==> config.mk <==
export PLATFORM = sky130hd
export DESIGN_NAME = irq_ctrl
export DESIGN_NICKNAME = d
export VERILOG_FILES = /design/src/rtl/irq_pkg.sv /design/src/rtl/irq_sync.sv /design/src/rtl/irq_flag_cell.sv /design/src/rtl/irq_seq.sv /design/src/rtl/irq_ctrl.sv
export SDC_FILE = /design/constraint.sdc
export NUM_CORES = 1
export LEC_CHECK = 0
export ABC_AREA = 1
export BUFFER_PORTS_ARGS = -buffer_cell sky130_fd_sc_hd__buf_2
export CORE_MARGIN = 2
export CORE_UTILIZATION = 35
export CTS_BUF_LIST = sky130_fd_sc_hd__clkbuf_8
export DETAILED_ROUTE_END_ITERATION = 6
export GPL_TIMING_DRIVEN = 0
export PLACE_DENSITY_LB_ADDON = 0.1
export SLEW_MARGIN = 0
export SYNTH_ARGS = -nofsm -noshare
export SYNTH_HDL_FRONTEND = slang
export SYNTH_SLANG_ARGS = --single-unit
==> constraint.sdc <==
create_clock -name clk -period 3.46 [get_ports clk]
set_clock_uncertainty 0.2 [all_clocks]
set_input_delay 0.692 -clock clk [delete_from_list [all_inputs] [get_ports clk]]
set_output_delay 0.692 -clock clk [all_outputs]
set_load 0.1 [all_outputs]
==> src/rtl/irq_pkg.sv <==
package irq_pkg;
  localparam logic [1:0] ADDR_CTL  = 2'd0;
  localparam logic [1:0] ADDR_PFLG = 2'd1;
  localparam logic [1:0] ADDR_PEN  = 2'd2;

  localparam int CTL_GE   = 7;
  localparam int CTL_PE   = 6;
  localparam int CTL_EXTE = 5;
  localparam int CTL_CHGE = 4;
  localparam int CTL_TMRE = 3;
  localparam int CTL_EXTF = 2;
  localparam int CTL_CHGF = 1;
  localparam int CTL_TMRF = 0;

  localparam int PFLG_ADC = 0;
  localparam int PEN_ADC  = 0;
  localparam int PEN_EDGE = 7;

  localparam int NSRC    = 4;
  localparam int SRC_EXT = 0;
  localparam int SRC_CHG = 1;
  localparam int SRC_TMR = 2;
  localparam int SRC_ADC = 3;
endpackage

==> src/rtl/irq_sync.sv <==
module irq_sync #(
  parameter int W      = 1,
  parameter int STAGES = 2
) (
  input  logic         clk,
  input  logic         rst_n,
  input  logic [W-1:0] d,
  output logic [W-1:0] q
);
  logic [STAGES-1:0][W-1:0] stg_q, stg_nxt;

  always_comb begin
    stg_nxt = {stg_q[STAGES-2:0], d};
  end

  always_ff @(posedge clk or negedge rst_n) begin
    if (!rst_n) stg_q <= '0;
    else        stg_q <= stg_nxt;
  end

  assign q = stg_q[STAGES-1];
endmodule

==> src/rtl/irq_flag_cell.sv <==
module irq_flag_cell (
  input  logic clk,
  input  logic rst_n,
  input  logic hw_set,
  input  logic sw_we,
  input  logic sw_val,
  output logic flag
);
  logic flag_nxt;

  always_comb begin
    flag_nxt = sw_we ? sw_val : flag;
    if (hw_set) flag_nxt = 1'b1;
  end

  always_ff @(posedge clk or negedge rst_n) begin
    if (!rst_n) flag <= 1'b0;
    else        flag <= flag_nxt;
  end
endmodule

==> src/rtl/irq_seq.sv <==
module irq_seq #(
  parameter int PC_W = 13
) (
  input  logic            clk,
  input  logic            rst_n,
  input  logic            sw_we,
  input  logic            sw_ge,
  input  logic            pend,
  input  logic            ack,
  input  logic            reti,
  input  logic [PC_W-1:0] pc_in,
  output logic            ge,
  output logic            irq_req,
  output logic            stack_push,
  output logic [PC_W-1:0] push_addr,
  output logic            vec_load,
  output logic            stack_pop
);
  logic            take;
  logic            ge_nxt, push_nxt, pop_nxt;
  logic [PC_W-1:0] addr_nxt;

  assign irq_req = ge & pend;
  assign take    = ack & irq_req;

  always_comb begin
    ge_nxt = ge;
    if (sw_we) ge_nxt = sw_ge;
    if (reti)  ge_nxt = 1'b1;
    if (take)  ge_nxt = 1'b0;
    push_nxt = take;
    pop_nxt  = reti & ~take;
    addr_nxt = take ? pc_in : push_addr;
  end

  always_ff @(posedge clk or negedge rst_n) begin
    if (!rst_n) begin
      ge         <= 1'b0;
      stack_push <= 1'b0;
      vec_load   <= 1'b0;
      stack_pop  <= 1'b0;
      push_addr  <= '0;
    end else begin
      ge         <= ge_nxt;
      stack_push <= push_nxt;
      vec_load   <= push_nxt;
      stack_pop  <= pop_nxt;
      push_addr  <= addr_nxt;
    end
  end
endmodule

==> src/rtl/irq_ctrl.sv <==
module irq_ctrl
  import irq_pkg::*;
#(
  parameter int              PC_W   = 13,
  parameter int              CHG_W  = 4,
  parameter int              SYNC_N = 2,
  parameter logic [PC_W-1:0] VECTOR = 13'h004
) (
  input  logic             clk,
  input  logic             rst_n,
  input  logic [1:0]       reg_addr,
  input  logic             reg_wr,
  input  logic [7:0]       reg_wdata,
  output logic [7:0]       reg_rdata,
  input  logic             ext_pin,
  input  logic             tmr_ovf,
  input  logic [CHG_W-1:0] port_hi,
  input  logic             port_rd,
  input  logic             adc_done,
  input  logic [PC_W-1:0]  pc_in,
  input  logic             ack,
  input  logic             reti,
  output logic             irq_req,
  output logic             stack_push,
  output logic [PC_W-1:0]  push_addr,
  output logic             vec_load,
  output logic [PC_W-1:0]  vec_addr,
  output logic             stack_pop
);
  logic             ctl_we, pflg_we, pen_we;
  logic             ext_s, ext_prev_q, ext_hit, edge_rise_q, edge_rise_nxt;
  logic [CHG_W-1:0] port_s, ref_q, ref_nxt;
  logic             chg_hit;
  logic [NSRC-1:0]  hw_set, sw_we, sw_val, flag_q, en_q, en_nxt, grp_mask;
  logic             pe_q, pe_nxt, pend, gen_q;

  assign ctl_we  = reg_wr && (reg_addr == ADDR_CTL);
  assign pflg_we = reg_wr && (reg_addr == ADDR_PFLG);
  assign pen_we  = reg_wr && (reg_addr == ADDR_PEN);

  irq_sync #(.W(1), .STAGES(SYNC_N)) u_ext_sync (
    .clk(clk), .rst_n(rst_n), .d(ext_pin), .q(ext_s));
  irq_sync #(.W(CHG_W), .STAGES(SYNC_N)) u_port_sync (
    .clk(clk), .rst_n(rst_n), .d(port_hi), .q(port_s));

  assign ext_hit = edge_rise_q ? (ext_s & ~ext_prev_q) : (~ext_s & ext_prev_q);
  assign chg_hit = |(port_s ^ ref_q);

  always_comb begin
    ref_nxt = port_rd ? port_s : ref_q;
    pe_nxt  = ctl_we ? reg_wdata[CTL_PE] : pe_q;
    edge_rise_nxt = pen_we ? reg_wdata[PEN_EDGE] : edge_rise_q;
    en_nxt  = en_q;
    if (ctl_we) begin
      en_nxt[SRC_EXT] = reg_wdata[CTL_EXTE];
      en_nxt[SRC_CHG] = reg_wdata[CTL_CHGE];
      en_nxt[SRC_TMR] = reg_wdata[CTL_TMRE];
    end
    if (pen_we) en_nxt[SRC_ADC] = reg_wdata[PEN_ADC];
  end

  always_ff @(posedge clk or negedge rst_n) begin
    if (!rst_n) begin
      ext_prev_q  <= 1'b0;
      ref_q       <= '0;
      pe_q        <= 1'b0;
      edge_rise_q <= 1'b0;
      en_q        <= '0;
    end else begin
      ext_prev_q  <= ext_s;
      ref_q       <= ref_nxt;
      pe_q        <= pe_nxt;
      edge_rise_q <= edge_rise_nxt;
      en_q        <= en_nxt;
    end
  end

  always_comb begin
    hw_set = '0;
    hw_set[SRC_EXT] = ext_hit;
    hw_set[SRC_CHG] = chg_hit;
    hw_set[SRC_TMR] = tmr_ovf;
    hw_set[SRC_ADC] = adc_done;
    sw_we  = '0;
    sw_we[SRC_EXT] = ctl_we;
    sw_we[SRC_CHG] = ctl_we;
    sw_we[SRC_TMR] = ctl_we;
    sw_we[SRC_ADC] = pflg_we;
    sw_val = '0;
    sw_val[SRC_EXT] = reg_wdata[CTL_EXTF];
    sw_val[SRC_CHG] = reg_wdata[CTL_CHGF];
    sw_val[SRC_TMR] = reg_wdata[CTL_TMRF];
    sw_val[SRC_ADC] = reg_wdata[PFLG_ADC];
  end

  for (genvar i = 0; i < NSRC; i++) begin : g_flag
    irq_flag_cell u_cell (
      .clk(clk), .rst_n(rst_n), .hw_set(hw_set[i]),
      .sw_we(sw_we[i]), .sw_val(sw_val[i]), .flag(flag_q[i]));
  end

  always_comb begin
    grp_mask = '1;
    grp_mask[SRC_ADC] = pe_q;
  end
  assign pend = |(flag_q & en_q & grp_mask);

  irq_seq #(.PC_W(PC_W)) u_seq (
    .clk(clk), .rst_n(rst_n), .sw_we(ctl_we), .sw_ge(reg_wdata[CTL_GE]),
    .pend(pend), .ack(ack), .reti(reti), .pc_in(pc_in),
    .ge(gen_q), .irq_req(irq_req), .stack_push(stack_push),
    .push_addr(push_addr), .vec_load(vec_load), .stack_pop(stack_pop));

  assign vec_addr = VECTOR;

  always_comb begin
    reg_rdata = 8'h00;
    case (reg_addr)
      ADDR_CTL: begin
        reg_rdata[CTL_GE]   = gen_q;
        reg_rdata[CTL_PE]   = pe_q;
        reg_rdata[CTL_EXTE] = en_q[SRC_EXT];
        reg_rdata[CTL_CHGE] = en_q[SRC_CHG];
        reg_rdata[CTL_TMRE] = en_q[SRC_TMR];
        reg_rdata[CTL_EXTF] = flag_q[SRC_EXT];
        reg_rdata[CTL_CHGF] = flag_q[SRC_CHG];
        reg_rdata[CTL_TMRF] = flag_q[SRC_TMR];
      end
      ADDR_PFLG: reg_rdata[PFLG_ADC] = flag_q[SRC_ADC];
      ADDR_PEN: begin
        reg_rdata[PEN_ADC]  = en_q[SRC_ADC];
        reg_rdata[PEN_EDGE] = edge_rise_q;
      end
      default: reg_rdata = 8'h00;
    endcase
  end
endmodule

==> impl_metrics.tcl, run 1 <==
set metrics [dict create \
    yosysTopAreaCell "dfrtp_1" \
    drt-initial-drc-count 64 \
    fin_crit_ns 2.570 \
    synth_most_common_cell "nand2_1" \
    setup_violations 0 \
    power.density_nw_per_um2 836.3 \
    required_ns 2.57 \
    p_leak_nw 1.264 \
    chipWidth_um 75.63 \
    grt_max_degree 42 \
    first_pass_iters 4 \
    ant_nets 0 \
    clk_latency_ns 0.29 \
    p_switching_mw 1.064 \
    yosysUniqueCellTypes 24 \
    synth_commonest_cells "44 x nand2_1, 41 x dfrtp_1, 15 x buf_4, 15 x inv_1, 14 x nand4_1" \
    post-route-drc-count 0 \
    cts_tree "yes" \
    dpl.cell_count 321 \
    tightest_slew_ns 0.9101 \
    critPathKind "reg2out" \
    max_freq_ghz 0.3891 \
    cts_setup_buffers 0 \
    swShare_pct 54.82 \
    gp_routability_congestion 0.8046 \
    io_buffers 60 \
    finalHoldViolCount 0 \
    intPower_mw 0.8764 \
    start_util_pct 35.61 \
    num_vias 1410 \
    postSynthAreaPerCell_um2 9.975 \
    power.total_mw 1.940 \
    layout.nets 294 \
    cts_buffer_depth 2 \
    num_antenna_cells 0 \
    synth-seq-area-share_pct 57.14 \
    antenna_found_initial 0 \
    drive_gt1_share_pct 38.61 \
    final_cells 329 \
    die_area_um2 5719 \
    crit_path_end_kind "primary output" \
    yosys_warnings 0 \
    placed_area_um2 2230 \
    max-cap-violations 0 \
    area_growth_pct 29.20 \
    fin_crit_sh_pct 74.28 \
    cts_resized 0 \
    grt_setup_unrepaired "false" \
    dp_worst_setup_slack_ns 0.8777 \
    core_um2 5042 \
    slew_violations 0 \
    cts_buffers 5 \
    grt_usage_pct 13.09 \
    synth_area_leaders "dfrtp_1 57%, nand2_1 9.2%, buf_4 6.3%" \
    drt-total-wl_mm 3.488 \
    grt-ovfl-total 0 \
    htreeDepth 2 \
    hold_buffers 0 \
    clock_sinks 41 \
    worstPathMaxFanout 10 \
    grt_pass1_wl_mm 5.540 \
    hpwl_mm 2.647 \
    synth.cell_area_um2 1795 \
    peakVddDrop_v 0.0004799 \
    pwr-share-seq_pct 32.2 \
    syn_inst 180 \
    io_pins 74 \
    ys_async_sr_fraction_pct 100.0 \
    arrival_ns 1.68 \
    combPwrFrac_pct 51.6 \
    status "completed" \
    slew_headroom_pct 39.33 \
    drt-vias-per-instance 4.286 \
    final.setup.tns_ns 0 \
    fin_ws_ns 0.8898 \
    power.share.clock_pct 16.2 \
    ys_seq_elements 41 \
    hold_path.class "reg2reg" \
    placementRows 26 \
    grt_pass1_vias 1238 \
    cp-start-kind "flop" \
    die_y_um 75.63 \
    synthFlopType "dfrtp_1" \
    cts.reportedPaths.clkPinSlew_ns 0.08 \
    clockRootBuffer "clkbuf_8" \
    design_area_um2 2320 \
    yosysTopAreaCellShare_pct 57.14 \
    wl_per_cell_um 10.60 \
    synth_edf_count 0 \
]
through the flow:
stage	utilization, %	hold WS [ns]
after floorplan	-	0.1312
after global placement	44.22	0.1313
after detailed placement	44.22	0.1347
after CTS	46.01	0.1548
after global routing	46.01	0.1675
final	46.01	0.1511
registers in the layout, indices dropped and copies added, names as in the netlist:
name,flops
edge_rise_q,1
en_q,4
ext_prev_q,1
g_flag.u_cell.flag,4
pe_q,1
ref_q,4
u_ext_sync.q,1
u_ext_sync.stg_nxt,1
u_port_sync.q,4
u_port_sync.stg_nxt,4
u_seq.ge,1
u_seq.push_addr,13
u_seq.stack_pop,1
u_seq.stack_push,1
logic make-up (layout without fill, tap and decap cells):
family                    after synthesis  count (layout)  synth area share (%)
buffers and inverters                  36             104                 11.71
DFF                                    41              41                 57.14
other                                   2              13                0.4183
xor gates and xnor gates                4               4                 1.952
muxes                                   4               4                 2.509
AOI/OAI and AO/OA                      15              15                 4.739
and+or+nand+nor                        78              78                 21.53
critical path, cell delays in order (launching register included):
cell and delay (ns):
dfrtp_1 0.32, buf_2 0.19, buf_2 0.26, nand2_1 0.10, o31ai_2 0.06, buf_2 0.45
cells in the final DEF (no fill, tap or decap):
cell type	count
inv_2	1
buf_6	2
nand2_4	1
mux2_2	4
nor2_4	1
o211ai_2	1
o31ai_2	1
o21ai_0	4
clkinvlp_4	1
nand3_2	1
dfrtp_1	41
o21ai_1	4
nor2_1	10
nand2_1	44
clkbuf_8	5
xnor2_1	2
nand3_1	5
xor2_1	2
nand3_4	1
buf_4	15
nand4_1	14
a21oi_1	5
conb_1	13
clkinv_2	1
inv_1	15
buf_2	63
inv_6	1
nand4_4	1
metal layers:
layer	up-vias	part of all wire (%)	global-route usage (%)
met2	47	50	21.55
li1	710	-	-
met4	0	1.4	4.678
met3	5	5.8	4.101
met1	648	42	16.26
met5	-	0	0
layout make-up:
cell class	count	area (um2)
plain buffers	20	150.1
clock buffers	5	68.82
clock inverters	3	21.27
fillers	507	2723
inverters	16	60.06
multi-input cells	114	605.6
flip-flops and latches	41	1026
well taps	70	87.58
repair buffers	60	300.3
power by group through the flow:
stage	clock (mW)	combinational, mW	sequential (mW)
floorplan	0	0.339	1.14
global placement	0	1.00	0.635
detailed placement	0	1.01	0.633
CTS	0.330	1.01	0.625
global route	0.350	1.06	0.640
finish	0.313	1.00	0.625
path summary, 6_finish.rpt:
kind                                        start                endpoint  slack (ns)  cells past startpoint
setup / recovery                         u_seq.ge            reg_rdata[7]        0.89                      5
hold / removal             u_port_sync.stg_nxt[5]        u_port_sync.q[1]        0.15                      0
setup reg to reg            g_flag[2].u_cell.flag     u_seq.push_addr[12]        2.13                      5
hold reg to reg            u_port_sync.stg_nxt[5]        u_port_sync.q[1]        0.15                      0
max in group asynchronous                   rst_n   u_ext_sync.stg_nxt[1]        2.16                      1
min in group asynchronous                   rst_n  u_port_sync.stg_nxt[7]        0.32                      1
Power figures use the tool's default switching activity.
==> inputs of run 2 (changes only) <==
--- a/config.mk
+++ b/config.mk
@@ -5,7 +5,7 @@
 export SDC_FILE = /design/constraint.sdc
 export NUM_CORES = 1
 export LEC_CHECK = 0
-export ABC_AREA = 1
+export ABC_AREA = 0
 export BUFFER_PORTS_ARGS = -buffer_cell sky130_fd_sc_hd__buf_2
 export CORE_MARGIN = 2
 export CORE_UTILIZATION = 35
==> constraint.sdc (replaced) <==
create_clock -name clk -period 2.5 [get_ports clk]
set_clock_uncertainty 0.2 [all_clocks]
set_input_delay 0.5 -clock clk [delete_from_list [all_inputs] [get_ports clk]]
set_output_delay 0.5 -clock clk [all_outputs]
set_load 0.1 [all_outputs]
==> run 2 against run 1 <==
  * Worst setup slack got worse by 0.71 ns
  * Largest cell class unchanged
  * Non-clock buffer count fell by 4
  * Global-route usage fell by 1.0 points
  * Core utilization rose by 2.4 points
  * Clock-buffer cell count did not move
  * Via count fell by 20%
  * Synthesized area fell by 4.4%
==> impl_metrics.tcl, run 2 <==
set metrics [dict create \
    io_pins 74 \
    max-cap-violations 0 \
    placementRows 25 \
    hold_buffers 0 \
    grt_pass1_wl_mm 4.878 \
    layout_common_cells "61 x buf_2, 41 x dfrtp_1, 16 x mux2_2, 14 x buf_4, 13 x conb_1" \
    layout.nets 236 \
    yosysTopAreaCell "dfrtp_1" \
    ant_nets 0 \
    final.setup.tns_ns 0 \
    synth.cell_area_um2 1717 \
    yosysUniqueCellTypes 27 \
    grt_max_degree 42 \
    cts_buffer_depth 2 \
    cts_setup_buffers 0 \
    grt_pass1_vias 1109 \
    synth_area_leaders "dfrtp_1 60%, mux2_2 10%, buf_4 6.1%" \
    whs_path_depth 1 \
    final_common_cell "buf_2" \
    htreeDepth 2 \
    status "completed" \
    num_vias 1128 \
    cts_buffers 5 \
    finalHoldViolCount 0 \
    fin_ws_ns 0.1767 \
    crit_family "compound AO/OA/AOI/OAI gates" \
    clock_sinks 41 \
    slew_violations 0 \
    io_buffers 60 \
    yosysTopAreaCellShare_pct 59.77 \
    wl_per_cell_um 11.56 \
    antenna_found_initial 0 \
    start_util_pct 36.34 \
    worst-path-buf-inv 1 \
    drt-initial-drc-count 80 \
    path_depth 3 \
    tightest_slew_ns 0.8836 \
    synth-seq-area-share_pct 59.77 \
    slowest_delay_ns 0.51 \
    whs_ns 0.1149 \
    power.total_mw 2.860 \
    syn_inst 122 \
    area_growth_pct 33.09 \
    ys_async_sr_fraction_pct 100.0 \
    chipWidth_um 74.04 \
    hold_path.class "in2reg" \
    arrival_ns 1.62 \
    num_antenna_cells 0 \
    fin_crit_sh_pct 92.93 \
    cp-start-kind "flop" \
    dp_worst_setup_slack_ns 0.2340 \
    fin_crit_ns 2.323 \
    drt-vias-per-instance 4.209 \
    hpwl_mm 2.370 \
    critPathKind "reg2out" \
    clk_latency_ns 0.29 \
    core_um2 4723 \
    ys_seq_elements 41 \
    die_area_um2 5481 \
    critPathSlowestCell "a222oi_1" \
    synth_edf_count 0 \
    largest_reg_flops 13 \
    grt_setup_unrepaired "false" \
    cts_resized 0 \
    power.density_nw_per_um2 1252 \
    peakVddDrop_v 0.0006944 \
    drive_gt1_share_pct 56.22 \
    crit_path_end_kind "primary output" \
    design_area_um2 2285 \
    cts.reportedPaths.clkPinSlew_ns 0.08 \
    placed_area_um2 2151 \
    synthFlopType "dfrtp_1" \
    die_y_um 74.04 \
    cts_tree "yes" \
    grt_usage_pct 12.06 \
    required_ns 1.80 \
    setup_violations 0 \
    first_pass_iters 4 \
    slew_headroom_pct 41.10 \
    synth_commonest_cells "41 x dfrtp_1, 16 x mux2_2, 14 x buf_4" \
    postSynthAreaPerCell_um2 14.07 \
    gp_routability_congestion 0.7718 \
    synth_most_common_cell "dfrtp_1" \
    p_leak_nw 1.161 \
    max_freq_ghz 0.4304 \
    nFillCells 450 \
    grt-ovfl-total 0 \
    regMostFlops "u_seq.push_addr" \
    clockRootBuffer "clkbuf_8" \
    yosys_warnings 0 \
    crit_chain "a222oi_1 > a21boi_1 > buf_2" \
    worst_r2r_path_depth 4 \
    drt-total-wl_mm 3.097 \
    worstPathMaxFanout 3 \
    post-route-drc-count 0 \
]
==> run 2: cell families (layout without fill, tap and decap cells) <==
family / after synthesis / in the layout / share of synthesized area [%]
flip-flops: 41 / 41 / 59.77
multiplexers: 28 / 28 / 19.53
AND/OR/NAND/NOR: 24 / 24 / 8.091
buffers and inverters: 17 / 85 / 7.288
AO/OA/AOI/OAI: 6 / 6 / 2.843
XOR/XNOR: 4 / 4 / 2.041
other: 2 / 13 / 0.4375
==> run 2: final timing paths <==
path / startpoint / endpoint / slack [ns]
worst max-delay path: en_q[0] / irq_req / 0.18
worst min-delay path: port_hi[3] / u_port_sync.stg_nxt[7] / 0.11
worst max register to register: en_q[0] / u_seq.push_addr[6] / 0.55
worst min register to register: u_port_sync.stg_nxt[5] / u_port_sync.q[1] / 0.15
max in group asynchronous: rst_n / u_seq.push_addr[9] / 1.42
min in group asynchronous: rst_n / u_port_sync.stg_nxt[4] / 0.13
==> run 2: power breakdown <==
part | switching (mW) | total (mW) | internal, mW
clock | 0.220 | 0.616 | 0.396
combinational | 1.10 | 1.37 | 0.273
sequential | 0.0764 | 0.876 | 0.800
==> run 2: stage by stage <==
stage / instances / utilization [%]
finish: 268 / 48.37
detailed placement: 260 / 45.54
global placement: 260 / 45.54
CTS: 268 / 48.37
floorplan: 133 / -
global route: 268 / 48.37
==> run 2: cell type report <==
class	count	area (um2)	area share, %
buffer	16	121.4	5.312
clock buffer	5	68.82	3.012
clock inverter	3	65.06	2.848
inverter	1	3.754	0.1643
multi-input combinational	75	615.6	26.94
sequential	41	1026	44.91
tap	67	83.83	3.669
timing repair buffer	60	300.3	13.14
==> run 2: worst register-to-register path, cell delays in order, from the launching register on <==
cell and delay, ns:
dfrtp_1 0.39, a222oi_1 0.51, a21oi_2 0.23, buf_6 0.22
mux2_4 0.30
==> run 2: routing by layer <==
metal	vias to the layer above	part of all wire, %	track usage (%)
met5	-	0	0
met4	0	1.2	4.848
met1	518	44	14.36
met3	4	10	4.878
li1	546	-	-
met2	60	45	19.54
==> inputs of run 3 (changes only) <==
--- a/config.mk
+++ b/config.mk
@@ -7,12 +7,15 @@
 export LEC_CHECK = 0
 export ABC_AREA = 0
 export BUFFER_PORTS_ARGS = -buffer_cell sky130_fd_sc_hd__buf_2
+export CELL_PAD_IN_SITES_DETAIL_PLACEMENT = 1
+export CELL_PAD_IN_SITES_GLOBAL_PLACEMENT = 2
 export CORE_MARGIN = 2
-export CORE_UTILIZATION = 35
+export CORE_UTILIZATION = 28
 export CTS_BUF_LIST = sky130_fd_sc_hd__clkbuf_8
 export DETAILED_ROUTE_END_ITERATION = 6
 export GPL_TIMING_DRIVEN = 0
 export PLACE_DENSITY_LB_ADDON = 0.1
+export SETUP_SLACK_MARGIN = 0.4
 export SLEW_MARGIN = 0
 export SYNTH_ARGS = -nofsm -noshare
 export SYNTH_HDL_FRONTEND = slang
==> constraint.sdc (replaced) <==
create_clock -name clk -period 2.1 [get_ports clk]
set_clock_uncertainty 0.2 [all_clocks]
set_input_delay 0.42 -clock clk [delete_from_list [all_inputs] [get_ports clk]]
set_output_delay 0.42 -clock clk [all_outputs]
set_load 0.1 [all_outputs]
==> run 3 against run 2 <==
  * Power up 28%
  * Core utilization down 3.9 points
  * Routed wire length up 22%
  * Combinational power up 36%
  * Sequential share of layout area down 5.8 points
  * Cell count up 6.0%
  * Final area up 15%
  * Die area up 24%
  * Worst setup slack worse by 0.10 ns
  * Via count up 4.3%
  * Global-route usage up 0.36 points
  * Hold slack worse by 0.087 ns
==> impl_metrics.tcl, run 3 (synthesized netlist as in run 2, its figures left out) <==
set metrics [dict create \
    crit_family "flip-flops" \
    final_cells 284 \
    hold_path.class "in2reg" \
    cts.reportedPaths.clkPinSlew_ns 0.08 \
    drt-total-wl_mm 3.770 \
    final_common_cell "dfrtp_1" \
    required_ns 1.48 \
    cts_tree "yes" \
    grt-ovfl-total 0 \
    layout_common_cells "39 x dfrtp_1, 34 x buf_2, 33 x buf_4, 16 x mux2_2, 13 x conb_1" \
    r2r-end "u_seq.push_addr[12]" \
    status "completed" \
    power.density_nw_per_um2 1396 \
    worst-path-buf-inv 2 \
    nFillCells 657 \
    wl_per_cell_um 13.27 \
    htreeDepth 2 \
    regMostFlops "u_seq.push_addr" \
    placed_area_um2 2206 \
    clk_latency_ns 0.29 \
    largest_reg_flops 13 \
    area_growth_pct 53.28 \
    num_vias 1176 \
    start_util_pct 28.99 \
    critPathKind "reg2out" \
    slew_headroom_pct 39.26 \
    hpwl_mm 2.838 \
    placementRows 28 \
    worst_r2r_path_depth 6 \
    arrival_ns 1.41 \
    dpl.cell_count 268 \
    io_pins 74 \
    grt_pass1_vias 1274 \
    hold_buffers 0 \
    max_freq_ghz 0.4931 \
    hold_start "port_hi[3]" \
    finalHoldViolCount 0 \
    slowest_delay_ns 0.38 \
    max-cap-violations 0 \
    clockRootBuffer "clkbuf_8" \
    grt_pass1_wl_mm 6.127 \
    drt-initial-drc-count 28 \
    cts_buffers 5 \
    cp-start-kind "flop" \
    grt_usage_pct 12.42 \
    critPathSlowestCell "dfrtp_1" \
    p_leak_nw 1.273 \
    slew_violations 0 \
    antenna_found_initial 0 \
    die_y_um 82.30 \
    tightest_slew_ns 0.9111 \
    num_antenna_cells 0 \
    crit_chain "a222oi_1 > buf_4 > a21boi_4 > buf_12" \
    post-route-drc-count 0 \
    cts_buffer_depth 2 \
    die_area_um2 6773 \
    setup_violations 0 \
    fin_crit_ns 2.028 \
    clock_sinks 41 \
    reg2reg_slack_ns 0.09 \
    whs_path_depth 1 \
    first_pass_iters 4 \
    layout.nets 244 \
    drt-vias-per-instance 4.141 \
    core_um2 5921 \
    ant_nets 0 \
    hold_path_end "u_port_sync.stg_nxt[7]" \
    grt_max_degree 42 \
    crit_path_end_kind "primary output" \
    design_area_um2 2631 \
    chipWidth_um 82.30 \
    peakVddDrop_v 0.001000 \
    drive_gt1_share_pct 63.16 \
    rr_startpoint "g_flag[1].u_cell.flag" \
    grt_setup_unrepaired "true" \
    gp_routability_congestion 0.6887 \
    io_buffers 60 \
    fin_crit_sh_pct 96.57 \
    worstPathMaxFanout 2 \
]
[run 3: cell count changes in the layout (fill, tap and decap cells not counted), sizes merged]
cell and change:
clkinv -1, inv +1, buf +5, clkbuf +3
[run 3: power breakdown]
part | internal [mW] | switching (mW) | total [mW]
clock network | 0.478 | 0.277 | 0.755
registers | 0.954 | 0.107 | 1.06
logic | 0.514 | 1.34 | 1.86
[run 3: area by class of cell]
cell class / instances / area [um2] / area share, %
Buffer: 16 / 121.4 / 4.612
Clock buffer: 5 / 68.82 / 2.615
Clock inverter: 3 / 68.82 / 2.615
Inverter: 1 / 3.754 / 0.1427
Multi-Input combinational cell: 75 / 681.9 / 25.92
Sequential cell: 41 / 1028 / 39.09
Tap cell: 75 / 93.84 / 3.566
Timing Repair Buffer: 68 / 564.3 / 21.45
[run 3: stage by stage]
| step | hold slack [ns] | worst slack, ns | TNS (ns) | utilization (%) | power, mW |
|---|---|---|---|---|---|
| final | 0.02831 | 0.07208 | 0 | 44.44 | 3.674 |
| after global routing | 0.004173 | -0.05029 | -0.1039 | 44.44 | 3.841 |
| after CTS | 0.01033 | 0.04514 | 0 | 43.09 | 3.675 |
| after detailed placement | 0.1364 | -0.1438 | -0.9088 | 37.26 | 2.738 |
| after global placement | 0.1322 | -0.1102 | -0.7706 | 37.26 | 2.710 |
| after floorplan | -0.07559 | 0.1646 | 0 | - | 2.471 |
[run 3: how the worst max path moves through the flow]
stage	cells past startpoint	slack, ns	from	end
finish	4	0.07	en_q[0]	irq_req
floorplan	4	0.16	en_q[0]	u_seq.push_addr[10]
global placement	4	-0.11	g_flag[0].u_cell.flag	u_seq.push_addr[9]
CTS	4	0.05	g_flag[0].u_cell.flag	irq_req
detailed placement	4	-0.14	g_flag[0].u_cell.flag	u_seq.push_addr[12]
global route	4	-0.05	en_q[0]	irq_req
[run 3: worst reg2reg max path, delay by kind of cell (launching register included)]
family | cells | cell delay [ns]
AO/OA/AOI/OAI | 2 | 0.48
buffers and inverters | 3 | 0.52
flip-flops | 1 | 0.38
multiplexers | 1 | 0.32
[run 3: routing by layer]
metal	global-route usage, %	vias to the layer above	part of all wire [%]
met1	14.62	561	42
met4	5.000	0	0.56
met3	3.804	2	7.4
li1	-	558	-
met5	0	-	0
met2	21.05	55	50
[run 3: timing repair]
item | CTS | global route
resized for setup | 55 | 11
endpoints found under the setup margin | 38 | 29
setup buffers | 3 | 5
pin swaps | 3 | 3
